### src/rtl/i2cw_pkg.sv
package i2cw_pkg;
  localparam int BYTE_W = 8;
  localparam int ADR_W  = 7;
  localparam logic [3:0] ADR_TOP = 4'b0101;

  typedef enum logic [2:0] {
    FR_IDLE, FR_ADDR, FR_CMD, FR_DATA, FR_SKIP
  } frame_e;

  function automatic logic [ADR_W-1:0] own_addr(input logic [1:0] dev_bits,
                                                input logic strap);
    return {ADR_TOP, dev_bits, strap};
  endfunction

  function automatic logic addr_hit(input logic [ADR_W-1:0] rx,
                                    input logic [1:0] dev_bits,
                                    input logic strap);
    return rx == own_addr(dev_bits, strap);
  endfunction
endpackage

### src/rtl/i2cw_sync.sv
module i2cw_sync #(
  parameter int STAGES = 2
) (
  input  logic clk,
  input  logic rst_n,
  input  logic din,
  output logic lvl,
  output logic rise,
  output logic fall
);
  logic [STAGES-1:0] chain;
  logic              prev;

  always_ff @(posedge clk or negedge rst_n) begin
    if (!rst_n) begin
      chain <= '1;
      prev  <= 1'b1;
    end else begin
      chain <= {chain[STAGES-2:0], din};
      prev  <= chain[STAGES-1];
    end
  end

  assign lvl  = chain[STAGES-1];
  assign rise = lvl & ~prev;
  assign fall = ~lvl & prev;
endmodule

### src/rtl/i2cw_shifter.sv
module i2cw_shifter
  import i2cw_pkg::*;
(
  input  logic              clk,
  input  logic              rst_n,
  input  logic              clear,
  input  logic              scl_rise,
  input  logic              scl_fall,
  input  logic              sda_lvl,
  input  logic              ack_en,
  output logic [BYTE_W-1:0] rx_byte,
  output logic              byte_done,
  output logic              sda_pull
);
  localparam int CNT_W = $clog2(BYTE_W + 1);
  localparam logic [CNT_W-1:0] FULL = CNT_W'(BYTE_W);

  logic [CNT_W-1:0] cnt;
  logic             ack_ph;

  assign byte_done = scl_fall && (cnt == FULL) && !ack_ph && !clear;

  always_ff @(posedge clk or negedge rst_n) begin
    if (!rst_n) begin
      cnt      <= '0;
      ack_ph   <= 1'b0;
      sda_pull <= 1'b0;
      rx_byte  <= '0;
    end else if (clear) begin
      cnt      <= '0;
      ack_ph   <= 1'b0;
      sda_pull <= 1'b0;
    end else if (scl_fall && ack_ph) begin
      cnt      <= '0;
      ack_ph   <= 1'b0;
      sda_pull <= 1'b0;
    end else if (byte_done) begin
      ack_ph   <= 1'b1;
      sda_pull <= ack_en;
    end else if (scl_rise && (cnt < FULL) && !ack_ph) begin
      rx_byte <= {rx_byte[BYTE_W-2:0], sda_lvl};
      cnt     <= cnt + 1'b1;
    end
  end
endmodule

### src/rtl/i2cw_frame.sv
module i2cw_frame
  import i2cw_pkg::*;
#(
  parameter logic [1:0] DEV_BITS = 2'b00
) (
  input  logic              clk,
  input  logic              rst_n,
  input  logic              start_ev,
  input  logic              stop_ev,
  input  logic              byte_done,
  input  logic [BYTE_W-1:0] rx_byte,
  input  logic              addr_strap,
  output logic              ack_en,
  output logic [BYTE_W-1:0] cmd_o,
  output logic [BYTE_W-1:0] data_o,
  output logic              wr_stb
);
  frame_e st;
  logic   hit;

  assign hit = addr_hit(rx_byte[BYTE_W-1:1], DEV_BITS, addr_strap);

  always_comb begin
    case (st)
      FR_ADDR: ack_en = hit;
      FR_CMD,
      FR_DATA: ack_en = 1'b1;
      default: ack_en = 1'b0;
    endcase
  end

  always_ff @(posedge clk or negedge rst_n) begin
    if (!rst_n) begin
      st     <= FR_IDLE;
      cmd_o  <= '0;
      data_o <= '0;
      wr_stb <= 1'b0;
    end else begin
      wr_stb <= 1'b0;
      if (start_ev) begin
        st <= FR_ADDR;
      end else if (stop_ev) begin
        st <= FR_IDLE;
      end else if (byte_done) begin
        case (st)
          FR_ADDR: st <= !hit ? FR_IDLE : (rx_byte[0] ? FR_SKIP : FR_CMD);
          FR_CMD: begin
            cmd_o <= rx_byte;
            st    <= FR_DATA;
          end
          FR_DATA: begin
            data_o <= rx_byte;
            wr_stb <= 1'b1;
          end
          default: st <= st;
        endcase
      end
    end
  end
endmodule

### src/rtl/i2cw_slave.sv
module i2cw_slave
  import i2cw_pkg::*;
#(
  parameter logic [1:0] DEV_BITS    = 2'b00,
  parameter int         SYNC_STAGES = 2
) (
  input  logic              clk,
  input  logic              rst_n,
  input  logic              scl_i,
  input  logic              sda_i,
  input  logic              addr_strap,
  output logic              sda_pull,
  output logic [BYTE_W-1:0] cmd_o,
  output logic [BYTE_W-1:0] data_o,
  output logic              wr_stb
);
  logic scl_lvl, scl_rise, scl_fall;
  logic sda_lvl, sda_rise, sda_fall;
  logic start_ev, stop_ev, byte_done, ack_en;
  logic [BYTE_W-1:0] rx_byte;

  i2cw_sync #(.STAGES(SYNC_STAGES)) u_scl (
    .clk(clk), .rst_n(rst_n), .din(scl_i),
    .lvl(scl_lvl), .rise(scl_rise), .fall(scl_fall));

  i2cw_sync #(.STAGES(SYNC_STAGES)) u_sda (
    .clk(clk), .rst_n(rst_n), .din(sda_i),
    .lvl(sda_lvl), .rise(sda_rise), .fall(sda_fall));

  assign start_ev = scl_lvl & sda_fall;
  assign stop_ev  = scl_lvl & sda_rise;

  i2cw_shifter u_shift (
    .clk(clk), .rst_n(rst_n), .clear(start_ev | stop_ev),
    .scl_rise(scl_rise), .scl_fall(scl_fall), .sda_lvl(sda_lvl),
    .ack_en(ack_en), .rx_byte(rx_byte), .byte_done(byte_done),
    .sda_pull(sda_pull));

  i2cw_frame #(.DEV_BITS(DEV_BITS)) u_frame (
    .clk(clk), .rst_n(rst_n), .start_ev(start_ev), .stop_ev(stop_ev),
    .byte_done(byte_done), .rx_byte(rx_byte), .addr_strap(addr_strap),
    .ack_en(ack_en), .cmd_o(cmd_o), .data_o(data_o), .wr_stb(wr_stb));
endmodule

### config.mk
export PLATFORM = sky130hd
export DESIGN_NAME = i2cw_slave
export DESIGN_NICKNAME = d
export VERILOG_FILES = /design/src/rtl/i2cw_pkg.sv /design/src/rtl/i2cw_sync.sv /design/src/rtl/i2cw_shifter.sv /design/src/rtl/i2cw_frame.sv /design/src/rtl/i2cw_slave.sv
export SDC_FILE = /design/constraint.sdc
export NUM_CORES = 1
export LEC_CHECK = 0
export BUFFER_PORTS_ARGS = -buffer_cell sky130_fd_sc_hd__buf_4
export CELL_PAD_IN_SITES_DETAIL_PLACEMENT = 1
export CELL_PAD_IN_SITES_GLOBAL_PLACEMENT = 1
export CORE_ASPECT_RATIO = 1.1
export CORE_UTILIZATION = 38
export CTS_CLUSTER_DIAMETER = 100
export CTS_CLUSTER_SIZE = 40
export DETAILED_ROUTE_END_ITERATION = 7
export PLACE_DENSITY_LB_ADDON = 0.1
export SYNTH_ARGS = -nofsm -noshare
export SYNTH_HDL_FRONTEND = slang
export SYNTH_SLANG_ARGS = --single-unit
### constraint.sdc
create_clock -name clk -period 6.2 [get_ports clk]
set_clock_uncertainty 0.2 [all_clocks]
set_input_delay 0.62 -clock clk [delete_from_list [all_inputs] [get_ports clk]]
set_output_delay 0.62 -clock clk [all_outputs]
set_load 0.05 [all_outputs]
==> results of run 1 <==
-- power by group --
group	switching, uW	leakage (uW)	internal, uW
Clock	92.8	0.0000541	119
Sequential	35.7	0.000518	292
Combinational	25.1	0.000405	34.6
-- final cells by class --
class / count / area share [%]
Clock buffer: 5 / 3.41
Timing Repair Buffer: 22 / 8.19
Multi-Input combinational cell: 75 / 31.8
Inverter: 6 / 1.12
Sequential cell: 40 / 50.0
Tap cell: 54 / 3.35
Clock inverter: 3 / 2.11
-- state kept, by name (all words and copies together), names as in the netlist --
| register | flops |
|---|---|
| u_frame.cmd_o | 8 |
| u_frame.data_o | 8 |
| u_frame.st | 3 |
| u_frame.wr_stb | 1 |
| u_scl.chain | 2 |
| u_scl.prev | 1 |
| u_sda.chain | 2 |
| u_sda.prev | 1 |
| u_shift.ack_ph | 1 |
| u_shift.cnt | 4 |
| u_shift.rx_byte | 8 |
| u_shift.sda_pull | 1 |
-- path summary, 6_finish.rpt --
check / startpoint / to / depth (start not counted)
max: u_shift.cnt[0]$_DFFE_PN0P_ / u_frame.cmd_o[3]$_DFFE_PN0P_ / 6
min: rst_n / u_shift.cnt[3]$_DFFE_PN0P_ / 1
max reg2reg: u_shift.cnt[0]$_DFFE_PN0P_ / u_frame.cmd_o[3]$_DFFE_PN0P_ / 6
min reg2reg: u_sda.chain[0]$_DFF_PN1_ / u_sda.chain[1]$_DFF_PN1_ / 0
max in group asynchronous: rst_n / u_sda.chain[0]$_DFF_PN1_ / 1
min in group clk: u_sda.chain[0]$_DFF_PN1_ / u_sda.chain[1]$_DFF_PN1_ / 0
-- stage by stage --
stage / cell area [um^2] / total power [uW] / util [%] / hold slack [ps]
4_1_cts: 2020 / 610 / 47.1 / 103
2_1_floorplan: 1690 / 367 / - / 124
6_report: 2020 / 599 / 47.1 / 85.2
3_5_place_dp: 1910 / 395 / 44.5 / 147
5_1_grt: 2020 / 629 / 47.1 / 124
3_3_place_gp: 1910 / 391 / 44.5 / 146
-- per-layer routing --
layer / GRT usage [%] / share of wire, % / vias up
li1: - / - / 482
met3: 3.46 / 4.1 / 7
met1: 19.8 / 46 / 525
met2: 22.2 / 47 / 22
met5: 0 / 0 / -
met4: 7.97 / 2.4 / 0
-- cells by family after synthesis --
kind of cell	after synthesis	share of synthesized area (%)
flip-flops	40	59.7
AND/OR/NAND/NOR	31	11.8
multiplexers	26	17.2
AO/OA/AOI/OAI	11	4.96
buffers and inverters	9	2.30
XOR/XNOR	5	2.59
adder cells (fa/ha/maj)	2	1.48
-- worst max-delay path, delay by kind of cell (launching register included) --
family	cells	cell delay [ps]
fa+ha+maj	1	150
buf+inv	1	80
flops	1	430
mux	1	390
simple gates	3	930
-- cell usage in the layout (no fill, tap or decap), types with 3 or more instances in the layout --
cell and n:
dfstp_2 6, inv_1 6, buf_4 22, mux2_2 24, dfrtp_1 34, nand2_1 9, clkbuf_8 5, xor2_1 3
nor2_1 9
==> out/qor.csv, run 1 <==
stage;metric;value;unit
setup_path;Setup CP Type;reg -> reg;
floorplan;die width;65.6;um
clock_tree;Post-CTS Resized;0;
timing;RSZ-0062 raised after global routing;false;
timing;actual slew at the worst max-slew pin;692;ps
synthesis;number of synthesized register bits;40;
detailed_routing;vias;1036;
power_and_ir_drop;power per cell area;297;nW/um^2
clock_tree;hold bufs inserted after CTS;0;
global_routing;wire length of the first global-routing pass;5060;um
clock_tree;clk buf depth;2;
detailed_routing;Initial DRC Count;58;
clock_tree;Setup Fix Bufs, Post-CTS;0;
timing;setup TNS;0;ps
placement;Cells after DPL;197;
outcome;run status;finished, final reports clean;
placement;GPL Wtd Cong;0.743;
synthesis;list of most frequent post-synthesis cells;dfrtp_1 (34), mux2_2 (24), nand2_1 (9), nor2_1 (9);
floorplan;Core ar.;4290;um^2
layout;# diodes;0;
synthesis;post-synth top area cell;dfrtp_1;
floorplan;die height;71.9;um
placement;worst slack at placement;3910;ps
synthesis;Post-Syn Nets;131;
timing;Final Hold Viols;0;
synthesis;ys async rst share;100;%
setup_path;slowest library cell on the worst path;and3_1;
synthesis;top cells by area, synth;dfrtp_1 (50%), mux2_2 (16%), dfstp_2 (9.3%), nand2_1 (2.0%), nor2_1 (2.0%);
detailed_routing;DR WL/cell;14.8;um
clock_tree;CTS tree;yes;
setup_path;critical-path cell list;inv_1 -> ha_1 -> nand2_1 -> nor4_1 -> and3_1 -> mux2_2;
synthesis;most frequent cell after synthesis;dfrtp_1;
job;Max Cap Viol;0;
setup_path;slowest stage delay, CP;480;ps
floorplan;Row Count;25;
placement;Buffers on Ports;22;
synthesis;Post-Syn Area;1690;um^2
layout;post-layout net count;157;
timing;Rel. slew slack;53.7;%
timing;final critical-path required period;2290;ps
synthesis;post-synth top area share;50.4;%
timing;slack of the critical path;3910;ps
synthesis;synth warn;0;
worst_hold_path;hold crit path type;in -> async;
timing;final worst-path cycle share;37.0;%
layout;Seq. cell area;1010;um^2
global_routing;initial antenna violation count;0;
placement;Final HPWL DP;2120;um
setup_path;flop2flop setup slack;3910;ps
clock_tree;clock latency on the worst-skew pair;300;ps
layout;# fillers;429;
power_and_ir_drop;Leak;0.000977;uW
layout;non-filler instance count after layout;205;
detailed_routing;routed wire length;3030;um
synthesis;Post-synth EDFFs;0;
timing;final setup vio count;0;
layout;area grow syn2layout;19.4;%
detailed_routing;Vias/cell;5.05;
synthesis;mean post-synth cell area;13.6;um^2
clock_tree;clock slew at reported path FFs;80;ps
global_routing;largest net degree at the start of global routing;41;
clock_tree;TritonCTS Buffers;5;
timing;Max Freq;0.436;GHz
setup_path;crit end category;flip-flop;
clock_tree;CTS Sinks;40;
floorplan;total die area;4720;um^2
global_routing;total track usage;14.8;%
clock_tree;H-tree levels;2;
setup_path;kind of start point of the critical path;flip-flop;
setup_path;Critical Path RT;6180;ps
detailed_routing;Routed Antenna Nets;0;
synthesis;Mapped Cells;124;
floorplan;Initial Utilization;39.4;%
synthesis;Seq/Total Area, Yosys;59.7;%
synthesis;synth unique cells;35;
global_routing;vias in the first global route;1040;
floorplan;I/O pins;23;
timing;max-slew violations;0;
clock_tree;CTS root buf;clkbuf_8;
power_and_ir_drop;VDD IR max;132;uV
setup_path;arrival time at the worst endpoint;2270;ps
global_routing;grt total ovfl;0;
detailed_routing;DRC violations left;0;
synthesis;ys flop type;dfrtp_1;
setup_path;CP Max Fanout;8;
layout;area of the multi-input gates;642;um^2
detailed_routing;drt first pass iters;4;
layout;fraction of layout cells with a size suffix above 1;43.7;%
No activity file was read; power rests on OpenSTA's default activity.
==> run 2, diff against run 1 <==
Clock period 6.2 ns to 2 ns, I/O delays scaled along.
==> run 2 against run 1 <==
Against the previous run:
- final cell count up 11%
- die area unchanged
- wire length up 13%
- combinational power rose to 4.7 times the previous value
- setup slack worse by 3900 ps
- fmax rose by 16%
- power grew to 3.3 times the previous value
- clock power grew to 3.1 times the previous value
- highest routed layer unchanged
==> out/qor.csv, run 2 (same netlist as run 1, synthesis figures left out) <==
stage;metric;value;unit;change
timing;RSZ-0062 raised after global routing;true;;
detailed_routing;DRC violations left;0;;unchanged
timing;Final Hold Viols;0;;unchanged
layout;commonest non-fill, non-tap cell in the layout;buf_4;;
worst_hold_path;hold crit path type;in -> reg;;
layout;non-filler instance count after layout;227;;+11%
layout;# diodes;0;;unchanged
clock_tree;clock latency on the worst-skew pair;300;ps;about the same
placement;GPL Wtd Cong;0.719;;-3.2%
detailed_routing;DR WL/cell;15.1;um;+2.1%
power_and_ir_drop;Leak;0.00110;uW;+12%
setup_path;r2r endpoint;u_frame.data_o[3]$_DFFE_PN0P_;;
timing;Max Freq;0.506;GHz;+16%
global_routing;wire length of the first global-routing pass;5640;um;+12%
detailed_routing;Vias/cell;5.02;;-0.63%
setup_path;reg2reg path depth;8;;+2
placement;Cells after DPL;208;;+5.6%
power_and_ir_drop;sequential share of power;51.7;%;-3.0 points
setup_path;crit end category;flip-flop;;
placement;Buffers on Ports;22;;unchanged
timing;slack of the critical path;23.3;ps;-3880 ps
worst_hold_path;Hold EP;u_frame.st[2]$_DFFE_PN0P_;;
floorplan;I/O pins;23;;unchanged
setup_path;Worst R2R Start;u_shift.cnt[1]$_DFFE_PN0P_;;
power_and_ir_drop;switching share of total power;26.4;%;+0.79 points
clock_tree;CTS tree;yes;;
power_and_ir_drop;combinational share of power;14.3;%;+4.3 points
layout;fraction of layout cells with a size suffix above 1;52.6;%;+8.9 points
detailed_routing;Initial DRC Count;33;;-43%
layout;Top Registers;u_frame.cmd_o x8, u_frame.data_o x8, u_shift.rx_byte x8;;
detailed_routing;Routed Antenna Nets;0;;unchanged
floorplan;die width;65.6;um;unchanged
clock_tree;clk buf depth;2;;unchanged
outcome;run status;finished, final reports clean;;
floorplan;Initial Utilization;39.4;%;unchanged
timing;max-slew violations;0;;unchanged
timing;final setup vio count;0;;unchanged
layout;area grow syn2layout;32.8;%;
layout;post-layout net count;179;;+14%
detailed_routing;vias;1140;;+10%
global_routing;largest net degree at the start of global routing;41;;unchanged
clock_tree;TritonCTS Buffers;5;;unchanged
clock_tree;CTS Sinks;40;;unchanged
worst_hold_path;hold path depth;4;;
global_routing;grt total ovfl;0;;unchanged
floorplan;total die area;4720;um^2;unchanged
worst_hold_path;HP Start;addr_strap;;
timing;final critical-path required period;1980;ps;-317 ps
layout;Util after Layout;52.4;%;+5.3 points
power_and_ir_drop;power per cell area;873;nW/um^2;+190%
detailed_routing;routed wire length;3430;um;+13%
placement;worst slack at placement;-28.2;ps;-3940 ps
power_and_ir_drop;Net Sw Power;518;uW;+240%
clock_tree;H-tree levels;2;;unchanged
timing;actual slew at the worst max-slew pin;508;ps;-184 ps
setup_path;flop2flop setup slack;20;ps;-3880 ps
setup_path;arrival time at the worst endpoint;1960;ps;-310 ps
setup_path;Setup CP Type;reg -> reg;;
power_and_ir_drop;clock power share;34.0;%;-1.4 points
placement;Final HPWL DP;2290;um;+7.9%
setup_path;CP Max Fanout;5;;-3
global_routing;vias in the first global route;1167;;+12%
timing;setup TNS;0;ps;unchanged
setup_path;kind of start point of the critical path;flip-flop;;
global_routing;initial antenna violation count;0;;unchanged
layout;most frequent cells in the layout;buf_4 (38), dfrtp_1 (34), mux2_2 (23);;
floorplan;Core ar.;4290;um^2;unchanged
power_and_ir_drop;VDD IR max;498;uV;+280%
floorplan;die height;71.9;um;unchanged
detailed_routing;drt first pass iters;2;;-2
job;Max Cap Viol;0;;unchanged
timing;Rel. slew slack;66.1;%;+12 points
floorplan;Row Count;25;;unchanged
power_and_ir_drop;Int Pwr;1440;uW;+220%
clock_tree;clock slew at reported path FFs;80;ps;about the same
global_routing;total track usage;16.7;%;+1.9 points
timing;final worst-path cycle share;98.8;%;+62 points
setup_path;Critical Path RT;1980;ps;-4200 ps
clock_tree;CTS root buf;clkbuf_8;;
## run 2: cell count changes in the layout (fill, tap and decap cells not counted), sizes merged
cell	change
buf	+18
dlygate4sd3	+3
nand3	+1
## run 2: power by group through the flow
stage | clock network (uW) | logic (uW) | registers (uW)
after floorplan | 0 | 149 | 990
after global placement | 0 | 215 | 1020
after detailed placement | 0 | 231 | 1030
after CTS | 690 | 250 | 1010
after global routing | 714 | 315 | 1030
final | 666 | 280 | 1010
## run 2: final cells by class
cell class              instances  area (um^2)
fillers                       442         2040
flip-flops and latches         40         1010
multi-input cells              76          687
repair buffers                 43          347
clock buffers                   5         68.8
well taps                      54         67.6
clock inverters                 3         42.5
inverters                       6         22.5
## run 2: worst max path at each step
| stage | depth (start not counted) | from | end |
|---|---|---|---|
| 6_report | 8 | u_shift.cnt[1]$_DFFE_PN0P_ | u_frame.data_o[3]$_DFFE_PN0P_ |
| 5_1_grt | 8 | u_shift.cnt[1]$_DFFE_PN0P_ | u_frame.data_o[3]$_DFFE_PN0P_ |
| 4_1_cts | 8 | u_shift.cnt[0]$_DFFE_PN0P_ | u_frame.data_o[3]$_DFFE_PN0P_ |
| 3_5_place_dp | 7 | u_shift.cnt[0]$_DFFE_PN0P_ | u_frame.cmd_o[4]$_DFFE_PN0P_ |
| 3_3_place_gp | 5 | u_scl.prev$_DFF_PN1_ | u_frame.cmd_o[2]$_DFFE_PN0P_ |
| 2_1_floorplan | 7 | u_shift.cnt[0]$_DFFE_PN0P_ | u_frame.cmd_o[0]$_DFFE_PN0P_ |
## run 2: timing repair
action,CTS,global route
setup endpoints to repair,17,27
endpoints found under the hold margin,36,0
buffers inserted,3,4
gates cloned,1,0
resized for setup,6,4
pin swaps,4,3
hold buffers,3,0
## run 2: stage by stage
| stage | cell area (um^2) | hold slack (ps) | total power, uW |
|---|---|---|---|
| finish | 2240 | 109 | 1960 |
| global route | 2240 | 152 | 2060 |
| CTS | 2190 | 106 | 1950 |
| detailed placement | 2000 | 13.0 | 1260 |
| global placement | 2000 | 4.57 | 1230 |
| floorplan | 1690 | -296 | 1140 |
## run 2: per-layer routing
| metal | wire [um] | up-vias | GRT usage (%) |
|---|---|---|---|
| met3 | 112 | 6 | 4.72 |
| met2 | 1660 | 21 | 26.0 |
| met5 | 0 | - | 0 |
| met1 | 1590 | 584 | 21.3 |
| li1 | - | 529 | - |
| met4 | 67 | 0 | 7.97 |
## run 2: worst max-delay path, stage by stage, from the launching register on
cell and delay, ps:
dfrtp_1 400, inv_2 90, ha_4 140, nand2_4 50
buf_6 120, nor4b_4 220, buf_4 180, nand3_4 120
mux2_4 330
==> run 3, diff against run 2 <==
Settings changed: BUFFER_PORTS_ARGS -buffer_cell sky130_fd_sc_hd__buf_4 to -buffer_cell sky130_fd_sc_hd__buf_2.
==> run 3 against run 2 <==
Against the previous run:
- register-to-register slack improved by 40 ps
- fmax rose by 2.1%
- clock power fell by 18%
- sequential power barely moved
- final cell count fell by 0.44%
- global-route usage rose by 0.29 points
- first-iteration DRC count fell by 42%
==> out/qor.csv, run 3 (same netlist as run 1, synthesis figures left out) <==
stage;metric;value;unit;change
outcome;run status;finished, final reports clean;;
setup_path;CP top delay family;flip-flops;;
power_and_ir_drop;overall power;1790;uW;-8.7%
power_and_ir_drop;clock power share;30.4;%;-3.6 points
power_and_ir_drop;Leak;0.00107;uW;-2.3%
detailed_routing;DR WL/cell;14.6;um;-3.4%
timing;final critical-path required period;1940;ps;-40.8 ps
timing;actual slew at the worst max-slew pin;410;ps;-97.6 ps
clock_tree;clk buf depth;2;;unchanged
power_and_ir_drop;Int Pwr;1320;uW;-8.2%
setup_path;critical-path cell list;nand2b_4 -> nor4_2 -> buf_4 -> and3_4 -> buf_4 -> mux2_2;;
setup_path;Worst path most repeated cell;buf_4;;
clock_tree;CTS root buf;clkbuf_8;;
power_and_ir_drop;Net Sw Power;465;uW;-10%
setup_path;slowest library cell on the worst path;dfstp_2;;
detailed_routing;Routed Antenna Nets;0;;unchanged
layout;post-layout net count;178;;-0.56%
floorplan;die width;65.6;um;unchanged
layout;fraction of layout cells with a size suffix above 1;50.6;%;-2.0 points
setup_path;worst path bufs/invs;2;;-1
layout;Top Registers;u_frame.cmd_o x8, u_frame.data_o x8, u_shift.rx_byte x8;;
layout;# diodes;0;;unchanged
detailed_routing;Vias/cell;4.84;;-3.6%
setup_path;CP Max Fanout;4;;-1
power_and_ir_drop;combinational share of power;13.1;%;-1.2 points
setup_path;flop2flop setup slack;60;ps;+40 ps
global_routing;vias in the first global route;1203;;+3.1%
clock_tree;clock slew at reported path FFs;80;ps;about the same
timing;RSZ-0062 raised after global routing;true;;
setup_path;crit end category;flip-flop;;
clock_tree;clock latency on the worst-skew pair;290;ps;about the same
power_and_ir_drop;power per cell area;839;nW/um^2;-3.9%
power_and_ir_drop;switching share of total power;26.0;%;-0.40 points
layout;most frequent cells in the layout;dfrtp_1 (34), mux2_2 (24), buf_2 (22);;
floorplan;I/O pins;23;;unchanged
global_routing;initial antenna violation count;0;;unchanged
job;Max Cap Viol;0;;unchanged
layout;area grow syn2layout;26.2;%;
setup_path;arrival time at the worst endpoint;1910;ps;-50 ps
worst_hold_path;hold crit path type;reg -> reg;;
setup_path;kind of start point of the critical path;flip-flop;;
timing;WHS;157;ps;+48.0 ps
floorplan;Row Count;25;;unchanged
power_and_ir_drop;sequential share of power;56.6;%;+4.9 points
timing;Max Freq;0.517;GHz;+2.1%
layout;commonest non-fill, non-tap cell in the layout;dfrtp_1;;
global_routing;grt total ovfl;0;;unchanged
clock_tree;CTS Sinks;40;;unchanged
setup_path;slowest stage delay, CP;560;ps;+160 ps
global_routing;total track usage;17.0;%;+0.29 points
placement;Final HPWL DP;2360;um;+3.1%
detailed_routing;vias;1094;;-4.0%
timing;max-slew violations;0;;unchanged
clock_tree;CTS tree;yes;;
detailed_routing;routed wire length;3300;um;-3.8%
timing;Final Hold Viols;0;;unchanged
floorplan;die height;71.9;um;unchanged
placement;Buffers on Ports;22;;unchanged
clock_tree;H-tree levels;2;;unchanged
detailed_routing;drt first pass iters;4;;+2
setup_path;Setup CP Type;reg -> reg;;
timing;final setup vio count;0;;unchanged
timing;final worst-path cycle share;96.8;%;-2.0 points
power_and_ir_drop;VDD IR max;549;uV;+10%
global_routing;wire length of the first global-routing pass;5820;um;+3.0%
floorplan;total die area;4720;um^2;unchanged
placement;GPL Wtd Cong;0.656;;-8.8%
setup_path;Critical Path RT;1980;ps;about the same
floorplan;Initial Utilization;39.4;%;unchanged
detailed_routing;Initial DRC Count;19;;-42%
detailed_routing;DRC violations left;0;;unchanged
clock_tree;TritonCTS Buffers;5;;unchanged
timing;Rel. slew slack;72.6;%;+6.5 points
floorplan;Core ar.;4290;um^2;unchanged
global_routing;largest net degree at the start of global routing;20;;-51%
-- run 3: per-layer routing --
metal  up-vias  track usage [%]  routed length, um
met3         5             4.87                122
met2        22             27.1               1630
met1       545             21.1               1480
met5         -                0                  0
met4         0             7.97                 65
li1        522                -                  -
-- run 3: through the flow --
stage	area (um^2)	utilization [%]	cells	setup WS [ps]	setup TNS [ps]
after floorplan	1690	-	124	72.4	0
after global placement	1960	45.8	212	5.58	0
after detailed placement	1960	45.8	212	-12.4	-37.5
after CTS	2100	49.0	224	18.7	0
after global routing	2130	49.8	226	-45.6	-388
final	2130	49.8	226	64.1	0
-- run 3: final timing paths --
check	from	endpoint	cells past startpoint
min	u_scl.chain[0]$_DFF_PN1_	u_scl.chain[1]$_DFF_PN1_	0
max	u_scl.prev$_DFF_PN1_	u_frame.cmd_o[5]$_DFFE_PN0P_	6
min reg2reg	u_scl.chain[0]$_DFF_PN1_	u_scl.chain[1]$_DFF_PN1_	0
max in group asynchronous	rst_n	u_sda.chain[0]$_DFF_PN1_	3
max reg2reg	u_scl.prev$_DFF_PN1_	u_frame.cmd_o[5]$_DFFE_PN0P_	6
min in group asynchronous	rst_n	u_frame.cmd_o[7]$_DFFE_PN0P_	2
-- run 3: repair_timing --
item	in CTS	in global routing
buffers inserted	1	2
hold buffers	3	0
pin swaps	0	1
endpoints found under the setup margin	5	18
gates resized for setup	1	4
hold endpoints to repair	19	0
-- run 3: area by class of cell --
cell class / instances / area [um^2]
Fill cell: 443 / 2150
Sequential cell: 40 / 1010
Multi-Input combinational cell: 75 / 661
Timing Repair Buffer: 43 / 279
Clock buffer: 7 / 86.3
Tap cell: 54 / 67.6
Inverter: 6 / 22.5
Clock inverter: 1 / 7.51
-- run 3: worst reg2reg max path, cell delays in order (launching register included) --
cell and delay, ps:
dfstp_2 560, nand2b_4 60, nor4_2 210, buf_4 160, and3_4 180, buf_4 130, mux2_2 330
-- run 3: power by group through the flow --
stage,clock (uW),combinational [uW],sequential [uW]
final,543,234,1010
after global routing,600,264,1030
after CTS,566,229,1010
after detailed placement,0,221,1020
after global placement,0,214,1020
after floorplan,0,149,990
